===== src/rtl/ctx_thr_pkg.sv =====
package ctx_thr_pkg;

  typedef enum logic [1:0] {
    SW_IDLE = 2'd0,
    SW_SAVE = 2'd1,
    SW_LOAD = 2'd2
  } swap_state_e;

  // Gap closed before the threshold with no low-power entry: too eager.
  function automatic logic is_grow(logic [31:0] thr, logic [31:0] gap, logic lp);
    return !lp && (gap < thr);
  endfunction

  // Low power reached and the gap outlasted twice the threshold: too timid.
  function automatic logic is_shrink(logic [31:0] thr, logic [31:0] gap, logic lp);
    logic [32:0] twice;
    twice = {1'b0, thr} << 1;
    return lp && ({1'b0, gap} > twice);
  endfunction

  function automatic logic [31:0] grown(logic [31:0] thr, logic [31:0] hi);
    logic [32:0] twice;
    twice = {1'b0, thr} << 1;
    return (twice > {1'b0, hi}) ? hi : twice[31:0];
  endfunction

  function automatic logic [31:0] shrunk(logic [31:0] thr, logic [31:0] lo);
    return ((thr >> 1) < lo) ? lo : (thr >> 1);
  endfunction

endpackage


===== src/rtl/ctx_swap_fsm.sv =====
module ctx_swap_fsm
  import ctx_thr_pkg::*;
#(
  parameter int PID_W = 8
) (
  input  logic             clk,
  input  logic             rst_n,
  input  logic             cs_valid,
  input  logic [PID_W-1:0] cs_out_pid,
  input  logic [PID_W-1:0] cs_in_pid,
  output logic             ready,
  output logic             save_en,
  output logic             load_en,
  output logic [PID_W-1:0] save_pid,
  output logic [PID_W-1:0] load_pid
);

  swap_state_e state_q;
  logic [PID_W-1:0] out_q, in_q;
  logic start_swap;
  logic busy_strobe;

  assign start_swap  = (state_q == SW_IDLE) && cs_valid && (cs_in_pid != cs_out_pid);
  assign busy_strobe = (state_q != SW_IDLE) && cs_valid;

  always_ff @(posedge clk) begin
    if (!rst_n) begin
      state_q <= SW_IDLE;
      out_q   <= '0;
      in_q    <= '0;
    end else begin
      case (state_q)
        SW_IDLE: if (start_swap) begin
          state_q <= SW_SAVE;
          out_q   <= cs_out_pid;
          in_q    <= cs_in_pid;
        end
        SW_SAVE: state_q <= SW_LOAD;
        SW_LOAD: state_q <= SW_IDLE;
        default: state_q <= SW_IDLE;
      endcase
    end
  end

  assign ready    = (state_q == SW_IDLE);
  assign save_en  = (state_q == SW_SAVE);
  assign load_en  = (state_q == SW_LOAD);
  assign save_pid = out_q;
  assign load_pid = in_q;

  AST_SWAP_STARTS: assert property (@(posedge clk) disable iff (!rst_n)
    start_swap |=> save_en);
  AST_SAVE_THEN_LOAD: assert property (@(posedge clk) disable iff (!rst_n)
    save_en |=> load_en);
  AST_LOAD_THEN_READY: assert property (@(posedge clk) disable iff (!rst_n)
    load_en |=> ready);
  AST_BUSY_PIDS_HELD: assert property (@(posedge clk) disable iff (!rst_n)
    busy_strobe && save_en |=> $stable(load_pid) && $stable(save_pid));

endmodule


===== src/rtl/ctx_thr_table.sv =====
module ctx_thr_table #(
  parameter int PID_W     = 8,
  parameter int NUM_SLOTS = 8,
  parameter int DATA_W    = 64
) (
  input  logic              clk,
  input  logic              rst_n,
  input  logic              wr_en,
  input  logic [PID_W-1:0]  wr_pid,
  input  logic [DATA_W-1:0] wr_data,
  input  logic [PID_W-1:0]  rd_pid,
  output logic              rd_hit,
  output logic [DATA_W-1:0] rd_data
);

  localparam int SLOT_W = (NUM_SLOTS > 1) ? $clog2(NUM_SLOTS) : 1;
  localparam logic [SLOT_W-1:0] LAST_SLOT = SLOT_W'(NUM_SLOTS - 1);

  logic [PID_W-1:0]  tag_q  [NUM_SLOTS];
  logic [DATA_W-1:0] data_q [NUM_SLOTS];
  logic [NUM_SLOTS-1:0] vld_q;
  logic [SLOT_W-1:0] rr_q;

  logic [NUM_SLOTS-1:0] wr_match, rd_match;
  logic [SLOT_W-1:0] wr_idx, rd_idx;
  logic wr_hit;
  logic alloc_ev;

  for (genvar s = 0; s < NUM_SLOTS; s++) begin : g_cmp
    assign wr_match[s] = vld_q[s] && (tag_q[s] == wr_pid);
    assign rd_match[s] = vld_q[s] && (tag_q[s] == rd_pid);
  end

  always_comb begin
    wr_idx = '0;
    rd_idx = '0;
    for (int s = 0; s < NUM_SLOTS; s++) begin
      if (wr_match[s]) wr_idx = SLOT_W'(s);
      if (rd_match[s]) rd_idx = SLOT_W'(s);
    end
  end

  assign wr_hit   = |wr_match;
  assign rd_hit   = |rd_match;
  assign rd_data  = data_q[rd_idx];
  assign alloc_ev = wr_en && !wr_hit;

  always_ff @(posedge clk) begin
    if (!rst_n) begin
      vld_q <= '0;
      rr_q  <= '0;
      for (int s = 0; s < NUM_SLOTS; s++) begin
        tag_q[s]  <= '0;
        data_q[s] <= '0;
      end
    end else if (wr_en) begin
      if (wr_hit) begin
        data_q[wr_idx] <= wr_data;
      end else begin
        data_q[rr_q] <= wr_data;
        tag_q[rr_q]  <= wr_pid;
        vld_q[rr_q]  <= 1'b1;
        rr_q         <= (rr_q == LAST_SLOT) ? '0 : rr_q + 1'b1;
      end
    end
  end

  AST_TAGS_UNIQUE_RD: assert property (@(posedge clk) disable iff (!rst_n)
    $onehot0(rd_match));
  AST_TAGS_UNIQUE_WR: assert property (@(posedge clk) disable iff (!rst_n)
    $onehot0(wr_match));
  AST_ALLOC_ADVANCES: assert property (@(posedge clk) disable iff (!rst_n)
    alloc_ev |=> (rr_q != $past(rr_q)) || (NUM_SLOTS == 1));
  AST_HIT_KEEPS_PTR: assert property (@(posedge clk) disable iff (!rst_n)
    (wr_en && wr_hit) |=> $stable(rr_q));

endmodule


===== src/rtl/ctx_thr_rank.sv =====
module ctx_thr_rank
  import ctx_thr_pkg::*;
#(
  parameter int TH_W       = 16,
  parameter int TH_MIN     = 8,
  parameter int TH_MAX     = 4096,
  parameter int TH_DEFAULT = 256
) (
  input  logic            clk,
  input  logic            rst_n,
  input  logic            enable,
  input  logic            evt_valid,
  input  logic            evt_lp,
  input  logic [TH_W-1:0] evt_gap,
  input  logic            load_en,
  input  logic [TH_W-1:0] load_val,
  output logic [TH_W-1:0] thr
);

  localparam logic [31:0] LO = 32'(TH_MIN);
  localparam logic [31:0] HI = 32'(TH_MAX);

  logic [TH_W-1:0] thr_q;
  logic grow_ev, shrink_ev;
  logic [TH_W-1:0] grow_val, shrink_val;

  assign grow_ev    = enable && evt_valid && is_grow(32'(thr_q), 32'(evt_gap), evt_lp);
  assign shrink_ev  = enable && evt_valid && is_shrink(32'(thr_q), 32'(evt_gap), evt_lp);
  assign grow_val   = TH_W'(grown(32'(thr_q), HI));
  assign shrink_val = TH_W'(shrunk(32'(thr_q), LO));

  always_ff @(posedge clk) begin
    if (!rst_n)          thr_q <= TH_W'(TH_DEFAULT);
    else if (load_en)    thr_q <= load_val;
    else if (grow_ev)    thr_q <= grow_val;
    else if (shrink_ev)  thr_q <= shrink_val;
  end

  assign thr = thr_q;

  AST_THR_IN_RANGE: assert property (@(posedge clk) disable iff (!rst_n)
    (32'(thr_q) >= LO) && (32'(thr_q) <= HI));
  AST_GROW_NOT_DOWN: assert property (@(posedge clk) disable iff (!rst_n)
    grow_ev && !load_en |=> thr_q >= $past(thr_q));
  AST_SHRINK_NOT_UP: assert property (@(posedge clk) disable iff (!rst_n)
    shrink_ev && !load_en |=> thr_q <= $past(thr_q));
  AST_BUSY_HOLD: assert property (@(posedge clk) disable iff (!rst_n)
    !enable && !load_en |=> $stable(thr_q));
  AST_QUIET_HOLD: assert property (@(posedge clk) disable iff (!rst_n)
    !grow_ev && !shrink_ev && !load_en |=> $stable(thr_q));

endmodule


===== src/rtl/ctx_thr_store.sv =====
module ctx_thr_store #(
  parameter int NUM_RANKS  = 4,
  parameter int TH_W       = 16,
  parameter int PID_W      = 8,
  parameter int NUM_SLOTS  = 8,
  parameter int TH_MIN     = 8,
  parameter int TH_MAX     = 4096,
  parameter int TH_DEFAULT = 256
) (
  input  logic                      clk,
  input  logic                      rst_n,
  input  logic                      cs_valid,
  input  logic [PID_W-1:0]          cs_out_pid,
  input  logic [PID_W-1:0]          cs_in_pid,
  input  logic [NUM_RANKS-1:0]      evt_valid,
  input  logic [NUM_RANKS-1:0]      evt_lp,
  input  logic [NUM_RANKS*TH_W-1:0] evt_gap,
  output logic                      ready,
  output logic [NUM_RANKS*TH_W-1:0] thr_out
);

  localparam int DATA_W = NUM_RANKS * TH_W;

  logic save_en, load_en;
  logic [PID_W-1:0] save_pid, load_pid;
  logic rd_hit;
  logic [DATA_W-1:0] rd_data;
  logic [DATA_W-1:0] live;
  logic same_pid_strobe;

  ctx_swap_fsm #(.PID_W(PID_W)) u_fsm (
    .clk(clk), .rst_n(rst_n),
    .cs_valid(cs_valid), .cs_out_pid(cs_out_pid), .cs_in_pid(cs_in_pid),
    .ready(ready), .save_en(save_en), .load_en(load_en),
    .save_pid(save_pid), .load_pid(load_pid)
  );

  ctx_thr_table #(.PID_W(PID_W), .NUM_SLOTS(NUM_SLOTS), .DATA_W(DATA_W)) u_table (
    .clk(clk), .rst_n(rst_n),
    .wr_en(save_en), .wr_pid(save_pid), .wr_data(live),
    .rd_pid(load_pid), .rd_hit(rd_hit), .rd_data(rd_data)
  );

  for (genvar r = 0; r < NUM_RANKS; r++) begin : g_rank
    logic [TH_W-1:0] restore_val;
    assign restore_val = rd_hit ? rd_data[r*TH_W +: TH_W] : TH_W'(TH_DEFAULT);

    ctx_thr_rank #(
      .TH_W(TH_W), .TH_MIN(TH_MIN), .TH_MAX(TH_MAX), .TH_DEFAULT(TH_DEFAULT)
    ) u_rank (
      .clk(clk), .rst_n(rst_n), .enable(ready),
      .evt_valid(evt_valid[r]), .evt_lp(evt_lp[r]),
      .evt_gap(evt_gap[r*TH_W +: TH_W]),
      .load_en(load_en), .load_val(restore_val),
      .thr(live[r*TH_W +: TH_W])
    );
  end

  assign thr_out = live;
  assign same_pid_strobe = ready && cs_valid && (cs_in_pid == cs_out_pid);

  AST_SAME_PID_HOLD: assert property (@(posedge clk) disable iff (!rst_n)
    same_pid_strobe && (evt_valid == '0) |=> $stable(thr_out) && ready);
  AST_SWAP_DROPS_READY: assert property (@(posedge clk) disable iff (!rst_n)
    ready && cs_valid && (cs_in_pid != cs_out_pid) |=> !ready);
  AST_MISS_LOADS_DEFAULT: assert property (@(posedge clk) disable iff (!rst_n)
    load_en && !rd_hit |=> thr_out[TH_W-1:0] == TH_W'(TH_DEFAULT));

endmodule


===== config.mk =====
export PLATFORM = sky130hd
export DESIGN_NAME = ctx_thr_store
export DESIGN_NICKNAME = d
export VERILOG_FILES = /design/src/rtl/ctx_thr_pkg.sv /design/src/rtl/ctx_swap_fsm.sv /design/src/rtl/ctx_thr_table.sv /design/src/rtl/ctx_thr_rank.sv /design/src/rtl/ctx_thr_store.sv
export SDC_FILE = /design/constraint.sdc
export NUM_CORES = 2
export LEC_CHECK = 0
export ABC_AREA = 1
export CORE_MARGIN = 5
export CORE_UTILIZATION = 55
export CTS_CLUSTER_SIZE = 8
export DETAILED_ROUTE_END_ITERATION = 10
export DONT_BUFFER_PORTS = 1
export GPL_TIMING_DRIVEN = 0
export PLACE_DENSITY = 0.69
export SYNTH_ARGS = -nofsm -noshare
export SYNTH_HDL_FRONTEND = slang
export SYNTH_HIERARCHICAL = 1
export SYNTH_SLANG_ARGS = --single-unit

===== constraint.sdc =====
create_clock -name clk -period 14.5 [get_ports clk]
set_input_delay 4.35 -clock clk [delete_from_list [all_inputs] [get_ports clk]]
set_output_delay 4.35 -clock clk [all_outputs]
set_load 0.005 [all_outputs]

Word-level counts from Yosys, hierarchy flattened. Memories as Yosys holds them, arrays and structs flattened. Index checks and enable logic that the tools add are counted.

Flip-flop bits (word level): 93. Memory bits (writable): 576. Output and inout bits: 65. Memories kept: 2. Logic and storage cells: 169.

$add $sub $neg: 1. Bitwise operators: 2. Order comparisons: 18. Mux-type cells: 61. Reduce and logical (&&, ||, !) cells: 55. Equality and inequality tests: 21.

Memories: u_table.data_q (depth 8, width 64, rd ports 1, clocked after memory_dff 0, wr ports 8, RTL line ctx_thr_table.sv:20) `logic [DATA_W-1:0] data_q [NUM_SLOTS];`; u_table.tag_q (depth 8, width 8, rd ports 8, clocked after memory_dff 0, wr ports 8, RTL line ctx_thr_table.sv:19) `logic [PID_W-1:0] tag_q [NUM_SLOTS];`.

Operators with widths (count): 16-bit two-way mux (20); 8-bit equality test (16); 64-bit two-way mux (2); 64-bit OR reduction (2); 16-bit by 17-bit greater-than comparator with 1-bit output (4); 17-bit by 13-bit greater-than comparator with 1-bit output (second input constant) (4); 16-bit < comparator (4); 15-bit by 4-bit < comparator with 1-bit output (second input constant) (4); 15-bit two-way mux (4); 1-bit logical AND (39); 3-bit two-way mux (12); 8-bit OR reduction (3); 1-bit two-way mux (15); 3-bit nonzero test (4); 2-bit two-way mux (5); 8-bit two-way mux (1); 8-bit inequality test (1); 8-bit OR (1); 1-bit logical NOT (4); 3-bit by 4-bit < comparator with 1-bit output (second input constant) (1); 2-bit case mux with 2 select lines (1); 2-bit AND reduction (2); 3-bit by 1-bit adder with 3-bit output (second input constant) (1); 1-bit demux with 3-bit select (1); other kinds (7) (7).

Depth between registers and ports, before layout. An unclocked memory read counts as a cell.

Depth in word-level cells: 13. Gate-level depth with buffers: 27. Mapped depth without buffers: 24.

By module. Netlist, hierarchy kept.

By module, submodules not included: ctx_thr_table (times used 1, cells each 3565, area each 31376.3 um^2); ctx_thr_rank (times used 4, cells each 316, area each 1924.3 um^2); ctx_swap_fsm (times used 1, cells each 137, area each 935.9 um^2); ctx_thr_store (times used 1, cells each 135, area each 555.5 um^2).

Worst setup path before layout. No wires, ideal clock.

Kind: input-to-reg. From: input port rst_n. To: memory u_table.data_q[3][0] (enable). Buffers on the path: 3. Path slack: 4.135 ns. Stages: 7. Required time: 13.926 ns. Arrival time: 9.791 ns. Cell sequence: clkbuf_1 clkbuf_1 nand4_1 nand2_1 nand2_1 buf_2 o21ai_0.

RTL lines: from (decl) (RTL line ctx_thr_store.sv:11) `input logic rst_n,`; to (decl) (RTL line ctx_thr_table.sv:20).

==> impl_metrics.py <==
metrics = {
    "placement": {
        "post-place-ws_ns": 6.722,
        "numPortBuffers": 0,
        "place_congestion": 0.9498,
        "dp_cells": 6076,
        "dpl.hpwl_mm": 88.26,
    },
    "floorplan": {
        "row_count": 99,
        "ios": 156,
        "die_x_um": 281.6,
        "die_area_um2": 79290,
        "start_util_pct": 55.51,
        "design.core.area_um2": 73080,
        "die_h_um": 281.6,
    },
    "final_layout": {
        "seqCellArea_um2": 19160,
        "fillers": 6534,
        "fin_nets": 5425,
        "areaGrowthSynthToFinish_pct": 10.68,
        "multi_input_area_um2": 16310,
        "drive_gt1_share_pct": 10.64,
        "stdcell_count": 6242,
    },
    "pwr": {
        "p_leak_nw": 20.00,
        "peakVddDrop_uv": 92.29,
        "power_density_nw_per_um2": 108.9,
        "finalPower_mw": 4.890,
    },
    "setup_path": {
        "crit_chain": "clkbuf_1, clkbuf_1, nand4_1, nand2_1, nand2_1, buf_2, o21ai_4, buf_16, buf_16, buf_16",
        "cp.arrival_ns": 7.55,
        "r2r_cells": 18,
        "critical_path_class": "in -> reg",
        "cp_max_fo": 26,
        "cp-start-kind": "input pin",
        "r2r_start": "u_fsm/load_pid[7]",
        "crit_top_cell": "buf_16",
        "path_buf_inv": 6,
        "endpoint_kind": "flop",
        "timing.rr.end": "g_rank[0].u_rank/thr[0]",
        "cp_top_family": "buffers and inverters",
        "rrSetupSlack_ns": 10.01,
        "max_stage_delay_ns": 0.76,
        "crit_slowest_cell": "o21ai_4",
        "cp.required_ns": 14.83,
    },
    "synthesis": {
        "syn_area_per_cell_um2": 7.952,
        "synthFlopType": "edfxtp_1",
        "synth-edff-count": 576,
        "async_flop_share_pct": 0,
        "ys_ff_latch": 669,
        "yosys_warnings": 6,
        "syn_inst": 5101,
        "synth_area_um2": 40570,
        "ys_seq_area_share_pct": 47.23,
        "synth_nets": 5314,
        "synth.distinct_cells": 45,
    },
    "timing": {
        "setup_violations": 0,
        "slew_headroom_pct": 7.537,
        "worst_hold_slack_ns": 0.4721,
        "hold_viol": 0,
        "fmax_mhz": 138.5,
        "finalCritPeriodShare_pct": 49.79,
        "tightest_slew_ns": 1.387,
        "skew_ns": 0.02799,
        "rsz0062_at_grt": "false",
        "fin_setup_tns_ns": 0,
        "fin_ws_ns": 7.280,
        "slew_viol_final": 0,
        "period_needed_ns": 7.220,
    },
    "clock_tree": {
        "root_buffer": "clkbuf_16",
        "cts_hold_buf": 0,
        "cts_tree": "yes",
        "post_cts.repair.setup_buffers": 0,
        "cts_resized": 0,
        "clk_path_buf_depth": 3,
        "clkLatencyLatePin_ns": 0.64,
        "h-tree-depth": 3,
        "clk_pin_slew_ns": 0.05,
        "cts_made_buffers": 93,
        "cts_sinks": 669,
    },
    "drt": {
        "post-route-drc-count": 0,
        "drtAntennaViolNets": 0,
        "viasPerCell": 5.629,
        "wl_met1_mm": 49.55,
        "num_vias": 35140,
        "wl_per_cell_um": 20.49,
        "dr.pass1.iters": 6,
        "drtIter0Drc": 3873,
        "wirelength_mm": 127.9,
        "wl_met2_mm": 58.36,
        "routed.top_layer": "met5",
        "met3_length_mm": 13.78,
    },
    "global_route": {
        "grt_max_degree": 55,
        "grt_pass1_vias": 33430,
        "globalRouteOverflowTotal": 0,
        "grt_antenna_before_repair": 5,
        "grt_util_all_layers_pct": 31.52,
        "grt_pass1_wl_mm": 193.1,
    },
    "flow_run": {
        "max_cap_violations": 0,
    },
    "hold_path": {
        "min_from": "u_table/vld_q[1]",
        "hold_path_depth": 2,
        "worstHoldEndpoint": "u_table/vld_q[1]",
        "min_path_type": "reg -> reg",
    },
    "run_status": {
        "outcome": "finished clean",
    },
}
-- how the worst max path moves through the flow --
stage / from / endpoint / cells past startpoint
global placement: rst_n / u_table/data_q[7][52] / 7
CTS: rst_n / u_table/data_q[7][52] / 10
floorplan: rst_n / u_table/data_q[3][0] / 7
global route: rst_n / u_table/data_q[7][52] / 10
detailed placement: rst_n / u_table/data_q[7][52] / 10
finish: rst_n / u_table/data_q[7][52] / 10
-- cell families after synthesis --
| kind of cell | count (synthesis) | share of synthesized area, % |
|---|---|---|
| xor+xnor | 40 | 0.8636 |
| fa+ha+maj | 122 | 3.763 |
| simple gates | 2814 | 32.17 |
| flops | 669 | 47.23 |
| buf+inv | 1214 | 12.75 |
| compound gates | 242 | 3.223 |
-- synthesized netlist by cell type, drive strengths merged (70+ instances only) --
library cell	count	area [um2]
nand2	1286	4847
inv	885	3327
nand3	675	3476
edfxtp	576	17300
nor2	461	1748
nor3	300	2317
buf	214	1415
a21oi	133	680.7
ha	122	1526
dfxtp	93	1862
clkbuf	83	311.6
o21ai	72	360.4
nand4	70	498.0
-- worst min-delay path: stages, from the launching register on --
cell	delay, ns
dfxtp_1	0.32
nand2_1	0.06
nand2_1	0.05
-- cells in the final DEF (no fill, tap or decap), types with 13 or more instances in the layout --
master	count
buf_4	34
clkbuf_16	94
nand4_1	66
xnor2_1	13
a21oi_1	129
clkbuf_1	149
clkinv_1	32
o21ai_0	44
o22ai_1	19
buf_2	129
inv_1	852
nand2_1	1274
edfxtp_1	576
nor3_2	163
nand3_1	663
ha_1	122
buf_6	43
nor2_1	456
inv_2	31
xor2_1	27
dfxtp_1	93
o21ai_1	24
nor3_1	137
-- layer usage --
layer / up-vias / global-route usage (%)
met3: 371 / 5.904
met5: - / 0
met1: 16210 / 41.73
met2: 1934 / 50.70
li1: 16620 / -
met4: 2 / 14.70
-- where the power goes --
group | switching [mW] | leakage [nW] | internal, mW
logic | 0.434 | 12.0 | 0.197
registers | 0.0645 | 6.72 | 2.17
clock network | 0.812 | 1.27 | 1.21
total | 1.31 | 20.0 | 3.58
-- stage by stage --
step	cell area [um2]	util, %
finish	44900	61.43
detailed placement	42230	57.78
CTS	44890	61.43
global route	44900	61.43
floorplan	40570	-
global placement	41770	57.15
-- registers in the layout, indices dropped and copies added, names as in the netlist --
register	count
u_table/vld_q	8
u_fsm/save_pid	8
u_table/data_q	512
u_table/tag_q	64
u_table/rr_q	3
u_fsm/load_pid	8
u_fsm/state_q	2
g_rank.u_rank/thr	64
-- cell type report --
type / instances / area share, %
Inverter: 917 / 7.678
Tap cell: 959 / 2.672
Clock inverter: 4 / 0.1198
Multi-Input combinational cell: 3218 / 36.33
Antenna cell: 1 / 0.005574
Buffer: 297 / 3.846
Timing Repair Buffer: 16 / 0.8527
Clock buffer: 161 / 5.822
Sequential cell: 669 / 42.67
No activity file was read; power rests on OpenSTA's default activity.
